===== src/rtl/charfile_pkg.sv =====
package charfile_pkg;
  typedef enum logic {
    MODE_ONE_ROW = 1'b0,
    MODE_TWO_ROW = 1'b1
  } disp_mode_e;

  localparam int unsigned NUM_BANKS = 2;
endpackage


===== src/rtl/charfile_decode.sv =====
module charfile_decode
  import charfile_pkg::*;
#(
  parameter int unsigned ADDR_W    = 8,
  parameter int unsigned GRID_W    = 6,
  parameter int unsigned MAX_GRIDS = 48,
  parameter int unsigned BASE0     = 'h20,
  parameter int unsigned BASE1     = 'h50
) (
  input  logic [ADDR_W-1:0] addr_i,
  input  disp_mode_e        mode_i,
  input  logic [GRID_W-1:0] g_eff_i,
  output logic              sel0_o,
  output logic              sel1_o,
  output logic [GRID_W-1:0] idx_o
);
  localparam logic [ADDR_W-1:0] B0   = ADDR_W'(BASE0);
  localparam logic [ADDR_W-1:0] B1   = ADDR_W'(BASE1);
  localparam logic [ADDR_W-1:0] LAST = ADDR_W'(MAX_GRIDS - 1);

  logic [ADDR_W-1:0] off0, off1, g_w, lim1;

  always_comb begin
    off0 = addr_i - B0;
    off1 = addr_i - B1;
    g_w  = ADDR_W'(g_eff_i);
    // upper window: fixed full size for annunciators, g-sized for row one
    lim1 = (mode_i == MODE_ONE_ROW) ? LAST : g_w;
    sel0_o = (addr_i >= B0) && (off0 <= g_w);
    sel1_o = (addr_i >= B1) && (off1 <= lim1);
    idx_o  = sel1_o ? off1[GRID_W-1:0] : off0[GRID_W-1:0];
  end
endmodule


===== src/rtl/charfile_bank.sv =====
module charfile_bank #(
  parameter int unsigned DEPTH  = 48,
  parameter int unsigned DATA_W = 8,
  parameter int unsigned IDX_W  = 6
) (
  input  logic              clk_i,
  input  logic              rst_ni,
  input  logic              we_i,
  input  logic [IDX_W-1:0]  widx_i,
  input  logic [DATA_W-1:0] wdata_i,
  input  logic [IDX_W-1:0]  bus_idx_i,
  output logic [DATA_W-1:0] bus_data_o,
  input  logic [IDX_W-1:0]  scan_idx_i,
  output logic [DATA_W-1:0] scan_data_o
);
  logic [DATA_W-1:0] mem_q [DEPTH];

  always_ff @(posedge clk_i or negedge rst_ni) begin
    if (!rst_ni) begin
      for (int i = 0; i < DEPTH; i++) mem_q[i] <= '0;
    end else if (we_i && (int'(widx_i) < DEPTH)) begin
      mem_q[widx_i] <= wdata_i;
    end
  end

  always_comb begin
    bus_data_o  = (int'(bus_idx_i)  < DEPTH) ? mem_q[bus_idx_i]  : '0;
    scan_data_o = (int'(scan_idx_i) < DEPTH) ? mem_q[scan_idx_i] : '0;
  end
endmodule


===== src/rtl/charfile_scan.sv =====
module charfile_scan #(
  parameter int unsigned DATA_W = 8,
  parameter int unsigned GRID_W = 6
) (
  input  logic              row_i,
  input  logic [GRID_W-1:0] grid_i,
  input  logic [GRID_W-1:0] g_eff_i,
  input  logic [DATA_W-1:0] bank0_i,
  input  logic [DATA_W-1:0] bank1_i,
  output logic [DATA_W-2:0] char_o,
  output logic              dp_o
);
  logic [DATA_W-1:0] byte_sel;

  always_comb begin
    byte_sel = row_i ? bank1_i : bank0_i;
    if (grid_i > g_eff_i) byte_sel = '0;
    char_o = byte_sel[DATA_W-2:0];
    dp_o   = byte_sel[DATA_W-1];
  end
endmodule


===== src/rtl/char_regfile.sv =====
module char_regfile
  import charfile_pkg::*;
#(
  parameter int unsigned MAX_GRIDS = 48,
  parameter int unsigned ADDR_W    = 8,
  parameter int unsigned DATA_W    = 8,
  parameter int unsigned BASE0     = 'h20,
  parameter int unsigned BASE1     = 'h50,
  localparam int unsigned GRID_W   = $clog2(MAX_GRIDS)
) (
  input  logic              clk_i,
  input  logic              rst_ni,
  input  logic              mode_i,
  input  logic [GRID_W-1:0] grids_i,
  input  logic              wr_en_i,
  input  logic [ADDR_W-1:0] addr_i,
  input  logic [DATA_W-1:0] wdata_i,
  output logic [DATA_W-1:0] rdata_o,
  input  logic              scan_row_i,
  input  logic [GRID_W-1:0] scan_grid_i,
  output logic [DATA_W-2:0] scan_char_o,
  output logic              scan_dp_o
);
  localparam logic [GRID_W-1:0] G_MAX = GRID_W'(MAX_GRIDS - 1);

  disp_mode_e        mode;
  logic [GRID_W-1:0] g_eff;
  logic              sel0, sel1;
  logic [GRID_W-1:0] idx;
  logic [NUM_BANKS-1:0] sel_vec;
  logic [DATA_W-1:0] bus_rd  [NUM_BANKS];
  logic [DATA_W-1:0] scan_rd [NUM_BANKS];

  assign mode    = disp_mode_e'(mode_i);
  assign g_eff   = (grids_i > G_MAX) ? G_MAX : grids_i;
  assign sel_vec = {sel1, sel0};

  charfile_decode #(
    .ADDR_W(ADDR_W), .GRID_W(GRID_W), .MAX_GRIDS(MAX_GRIDS),
    .BASE0(BASE0), .BASE1(BASE1)
  ) u_dec (
    .addr_i(addr_i), .mode_i(mode), .g_eff_i(g_eff),
    .sel0_o(sel0), .sel1_o(sel1), .idx_o(idx)
  );

  for (genvar b = 0; b < NUM_BANKS; b++) begin : g_bank
    charfile_bank #(.DEPTH(MAX_GRIDS), .DATA_W(DATA_W), .IDX_W(GRID_W)) u_bank (
      .clk_i(clk_i), .rst_ni(rst_ni),
      .we_i(wr_en_i && sel_vec[b]),
      .widx_i(idx), .wdata_i(wdata_i),
      .bus_idx_i(idx), .bus_data_o(bus_rd[b]),
      .scan_idx_i(scan_grid_i), .scan_data_o(scan_rd[b])
    );
  end

  always_comb begin
    rdata_o = '0;
    if (sel0)      rdata_o = bus_rd[0];
    else if (sel1) rdata_o = bus_rd[1];
  end

  charfile_scan #(.DATA_W(DATA_W), .GRID_W(GRID_W)) u_scan (
    .row_i(scan_row_i), .grid_i(scan_grid_i), .g_eff_i(g_eff),
    .bank0_i(scan_rd[0]), .bank1_i(scan_rd[1]),
    .char_o(scan_char_o), .dp_o(scan_dp_o)
  );
endmodule


===== config.mk =====
export PLATFORM = sky130hd
export DESIGN_NAME = char_regfile
export DESIGN_NICKNAME = d
export VERILOG_FILES = /design/src/rtl/charfile_pkg.sv /design/src/rtl/charfile_decode.sv /design/src/rtl/charfile_bank.sv /design/src/rtl/charfile_scan.sv /design/src/rtl/char_regfile.sv
export SDC_FILE = /design/constraint.sdc
export NUM_CORES = 1
export LEC_CHECK = 0
export BUFFER_PORTS_ARGS = -buffer_cell sky130_fd_sc_hd__buf_4
export CORE_UTILIZATION = 40
export DETAILED_ROUTE_END_ITERATION = 10
export PLACE_DENSITY = 0.66
export SETUP_SLACK_MARGIN = 0.2
export SLEW_MARGIN = 20
export SYNTH_ARGS = -nofsm -noshare
export SYNTH_HDL_FRONTEND = slang
export SYNTH_SLANG_ARGS = --single-unit

===== constraint.sdc =====
create_clock -name clk_i -period 8.1 [get_ports clk_i]
set_input_delay 1.62 -clock clk_i [delete_from_list [all_inputs] [get_ports clk_i]]
set_output_delay 1.62 -clock clk_i [all_outputs]
set_load 0.03 [all_outputs]

Word level (Yosys, flattened, before mapping)
Index checks and enable logic that the tools add are counted.

operators by class
  add/sub/neg operators = 2
  magnitude comparators = 11
  multiplexer cells = 27
  bitwise gates (word level) = 2
  reductions and logical operators = 7

operators by type and width
  operator                                                    count
  bitwise mux 384 bit                                         2
  binary-select mux 8 bit (select 6 bit)                      4
  2-to-1 mux 8 bit                                            17
  demux 8 bit (select 6 bit)                                  1
  2-to-1 mux 6 bit                                            3
  >= comparator 7 bit, second input constant                  2
  NOT 6 -> 7 bit                                              2
  less-than comparator 6 bit, second input constant           2
  >= comparator 8 x 6 -> 1 bit, second input constant         1
  >= comparator 8 x 7 -> 1 bit, second input constant         1
  less-or-equal comparator 8 x 6 -> 1 bit                     1
  less-or-equal comparator 8 bit                              1
  subtractor 8 x 6 -> 8 bit, second input constant            1
  subtractor 8 x 7 -> 8 bit, second input constant            1
  logical AND 1 bit                                           7
  less-than comparator 7 x 1 -> 1 bit, second input constant  1
  > comparator 6 bit                                          1
  > comparator 6 bit, second input constant                   1

word-level totals
  register bits = 768
  bits of input ports = 33
  word-level logic and storage cells = 145

Logic depth before layout (Yosys ltp)
  depth in word-level cells = 13
  depth in mapped cells = 15

Hierarchy
Synthesis repeated with hierarchy kept, for this count alone.

unflattened totals
  cells, all modules = 3031
  area, all modules = 43419.1 um^2

by module, submodules not included
  module                            instances  cells each  area each (um^2)  seq. area each (um^2)
  charfile_bank (g_bank[1].u_bank)  1          1452        21277.9           9609.2
  charfile_bank (g_bank[0].u_bank)  1          1450        21155.3           9609.2
  charfile_decode                   1          68          539.3             0.0
  charfile_scan                     1          38          290.3             0.0
  char_regfile                      1          23          156.4             0.0

Worst setup path before layout
No wires, ideal clock.

  kind = input to output
  from = input port addr_i[4]
  to = output port rdata_o[5]
  data arrival time = 4.807 ns
  required time = 6.480 ns
  path slack = 1.673 ns
  stages = 13
  path buffers = 2
  cell sequence = clkinv_1 > ha_1 > inv_1 > ha_1 > and4_1 > o21ai_0 > a311oi_1 > o21ai_0 > and2_1 > buf_4 > buf_4 > o31ai_1 > o41ai_1

between the ends
  cells in the longest elaborated chain, start to end = 11

RTL lines
  element                                              RTL line               source
  from (decl)                                          char_regfile.sv:16     input logic [ADDR_W-1:0] addr_i,
  subtractor 8 x 7 -> 8 bit                            charfile_decode.sv:25  off1 = addr_i - B1;
  less-or-equal comparator 8 bit                       charfile_decode.sv:30  sel1_o = (addr_i >= B1) && (off1 <= lim1);
  logical AND 1 bit                                    charfile_decode.sv:30
  2-to-1 mux 6 bit                                     charfile_decode.sv:31  idx_o = sel1_o ? off1[GRID_W-1:0] : off0[GRID_W-1:0];
  NOT 6 -> 7 bit (not written as such)                 charfile_bank.sv:27    bus_data_o = (int'(bus_idx_i) < DEPTH) ? mem_q[bus_idx_i] : '0;
  binary-select mux 8 bit (select 6 bit)               charfile_bank.sv:27
  2-to-1 mux 8 bit (not written as such) (2 in a row)  charfile_bank.sv:27
  2-to-1 mux 8 bit                                     charfile_bank.sv:27
  2-to-1 mux 8 bit                                     char_regfile.sv:59     else if (sel1) rdata_o = bus_rd[1];
  2-to-1 mux 8 bit (*)                                 char_regfile.sv:58     if (sel0) rdata_o = bus_rd[0];
  to (decl)                                            char_regfile.sv:18     output logic [DATA_W-1:0] rdata_o,

Mark *: on every way between the ends. The rest lies on a longest branch, timed or not. The select of a mux whose other input is x is not followed.

Worst setup path after layout
  from = input port addr_i[4]
  to = output port rdata_o[3]

Same word-level chain as after synthesis.

==> qor.csv <==
metric;value;unit
n_antenna_cell;0;
required;6480;ps
yosys.area.top_type_share;0.4651;
hold_class;reg -> reg;
top_register;g_bank.u_bank.mem_q;
largestRegisters;g_bank.u_bank.mem_q (768);
ys_ff_latch;768;
die-area;104600;sq um
synth-edff-count;0;
r2r-start;g_bank[1].u_bank.mem_q[43];
die_x;323.4;microns
yosysSeqAreaShare;0.4651;
ioPinCount;49;
yosysTopAreaCell;dfrtp_1;
via_per_inst;6.546;
clock_skew;0;ps
nets;3138;
drive_above_1_share;0.4292;
postLayoutCoreUtil;0.4530;
globalRoute.totalOverflow;0;
power_density;204.0;nW/um^2
largest_reg_flops;768;
worstSkewPairLatency;640;ps
ys_top_cells_by_area;dfrtp_1 47%, mux2_2 21%, mux4_2 13%;
path_clk_slew;60;ps
rr_worst_depth;1;
finalHoldViolations;0;
met3_usage;0.07269;
arrival;5710;ps
hold_depth;1;
die_y;323.4;microns
antenna_left;0;
cp-start-kind;primary input;
grt_first_pass_wirelength;209100;microns
end_kind;output port;
synth-async-reset-ratio;1.000;
tns;0;ps
fp-row-count;117;
slew_violations;0;
post-route-period-util;0.9052;
gr-usage-met2;0.4021;
grt_pass1_vias;29550;
area_growth;11.86;%
cts_hold_buf;0;
max_cap_viol_count;0;
placed_area;43180;sq um
antenna_found_initial;2;
ff2ff_setup_slack;7250;ps
criticalPathCategory;in -> out;
post_cts_buffers;0;
syn_inst;3129;
synth-main-ff-cell;dfrtp_1;
clock-root-buffer;clkbuf_16;
p_total;9.429;mW
numCtsBuffers;82;
final_cell_area;46220;sq um
cts_buffer_depth;3;
tritoncts;built;
fmax;136.4;MHz
gp_congestion;0.9551;
rsz0062_at_grt;no;
worstMarginPinSlew;1180;ps
slew_headroom;0.2134;
grt_max_degree;184;
numPortBuffers;48;
vdd_ir_drop_max;0.1491;mV
htreeDepth;3;
grtUsageTotal;0.2733;
synth_warnings;0;
setup_viol;0;
vias;29560;
p_leak;21.18;nW
start_util;0.4049;
grt.busiest_layer;met2;
hold_end;g_bank[1].u_bank.mem_q[186];
cts_sinks;768;
min_period;7332;ps
cp_max_fo;15;
synthDistinctLibCells;69;
dp_hpwl;90170;microns
core-area;102000;sq um
hold_start;g_bank[1].u_bank.mem_q[186];
syn-cell-area;41320;sq um
reg2reg_to;g_bank[1].u_bank.mem_q[43];
met1_usage;0.3755;
run_status;complete, no violations;
first_pass_iters;6;
post_cts_resized;0;
synthesis.nets;3185;
avgRoutedWirePerCell;31.45;microns
drc;0;
wirelength;142000;microns
drt_iter0_markers;3561;
syn_area_per_cell;13.20;sq um
-- stage by stage --
| stage | std cells | hold slack (ps) | setup slack [ps] |
|---|---|---|---|
| global placement | 4365 | 484.1 | 1027 |
| detailed placement | 4365 | 502.1 | 941.0 |
| floorplan | 3129 | 469.7 | 1673 |
| CTS | 4515 | 516.0 | 913.3 |
| global route | 4516 | 528.5 | 547.1 |
| finish | 4516 | 513.4 | 768.0 |
-- placed cells by master, fill, tap and decap left out, types with 27 or more instances in the layout --
cell type,synthesis,layout
dfrtp_1,768,768
nor2_2,53,54
nor3_1,46,46
buf_4,7,110
nand3_1,47,46
nand2_1,77,77
o211ai_1,27,27
clkbuf_16,0,83
mux2i_1,73,73
o22ai_1,213,213
o21ai_0,112,112
mux4_2,235,235
a21oi_1,72,72
mux2_2,765,765
mux2_1,56,56
nor2_1,94,93
-- cells by family after synthesis --
kind of cell               after synthesis  synth area share
buffers and inverters                  275           0.02731
adders and majority gates               23          0.006965
DFF                                    768            0.4651
AOI/OAI and AO/OA                      548           0.08376
muxes                                 1129            0.3695
and+or+nand+nor                        386           0.04730
-- Yosys cell counts (16+ instances only) --
library cell,n
dfrtp_1,768
mux2_2,765
mux4_2,235
o22ai_1,213
clkbuf_1,176
o21ai_0,112
nor2_1,94
nand2_1,77
mux2i_1,73
a21oi_1,72
buf_2,56
mux2_1,56
nor2_2,53
nand3_1,47
nor3_1,46
o211ai_1,27
buf_1,23
ha_1,23
a211oi_1,21
a31oi_1,16
-- how the worst max path moves through the flow --
stage               from         end  slack [ps]
6_report       addr_i[4]  rdata_o[3]         770
5_1_grt        addr_i[4]  rdata_o[3]         550
4_1_cts        addr_i[4]  rdata_o[3]         910
3_5_place_dp   addr_i[4]  rdata_o[3]         940
3_3_place_gp   addr_i[4]  rdata_o[3]        1030
2_1_floorplan  addr_i[4]  rdata_o[5]        1670
-- routing by layer --
layer,up-vias,share of wire
met2,1670,0.44
met5,-,0
met3,338,0.10
li1,11970,-
met4,0,0.050
met1,15580,0.41
-- final cells by class --
type	instances	area, sq um
Clock buffer	103	2242
Clock inverter	47	768.2
Fill cell	9065	55810
Inverter	13	48.80
Multi-Input combinational cell	2086	21010
Sequential cell	768	19220
Tap cell	1368	1712
Timing Repair Buffer	131	1221
-- power breakdown --
group / internal [mW] / total, mW / switching (mW)
logic: 0.401 / 1.08 / 0.683
clock network: 2.61 / 4.27 / 1.66
registers: 3.97 / 4.08 / 0.107
-- worst max-delay path: stages --
cell	delay, ps
buf_4	130
clkinv_1	240
ha_1	420
inv_1	70
ha_1	300
and4_1	220
o21ai_0	160
a311oi_1	210
o21ai_0	290
nand2_1	480
a2111oi_0	600
buf_4	220
nor2b_1	50
o221ai_1	310
buf_4	210
buf_4	160
Power figures use the tool's default switching activity.
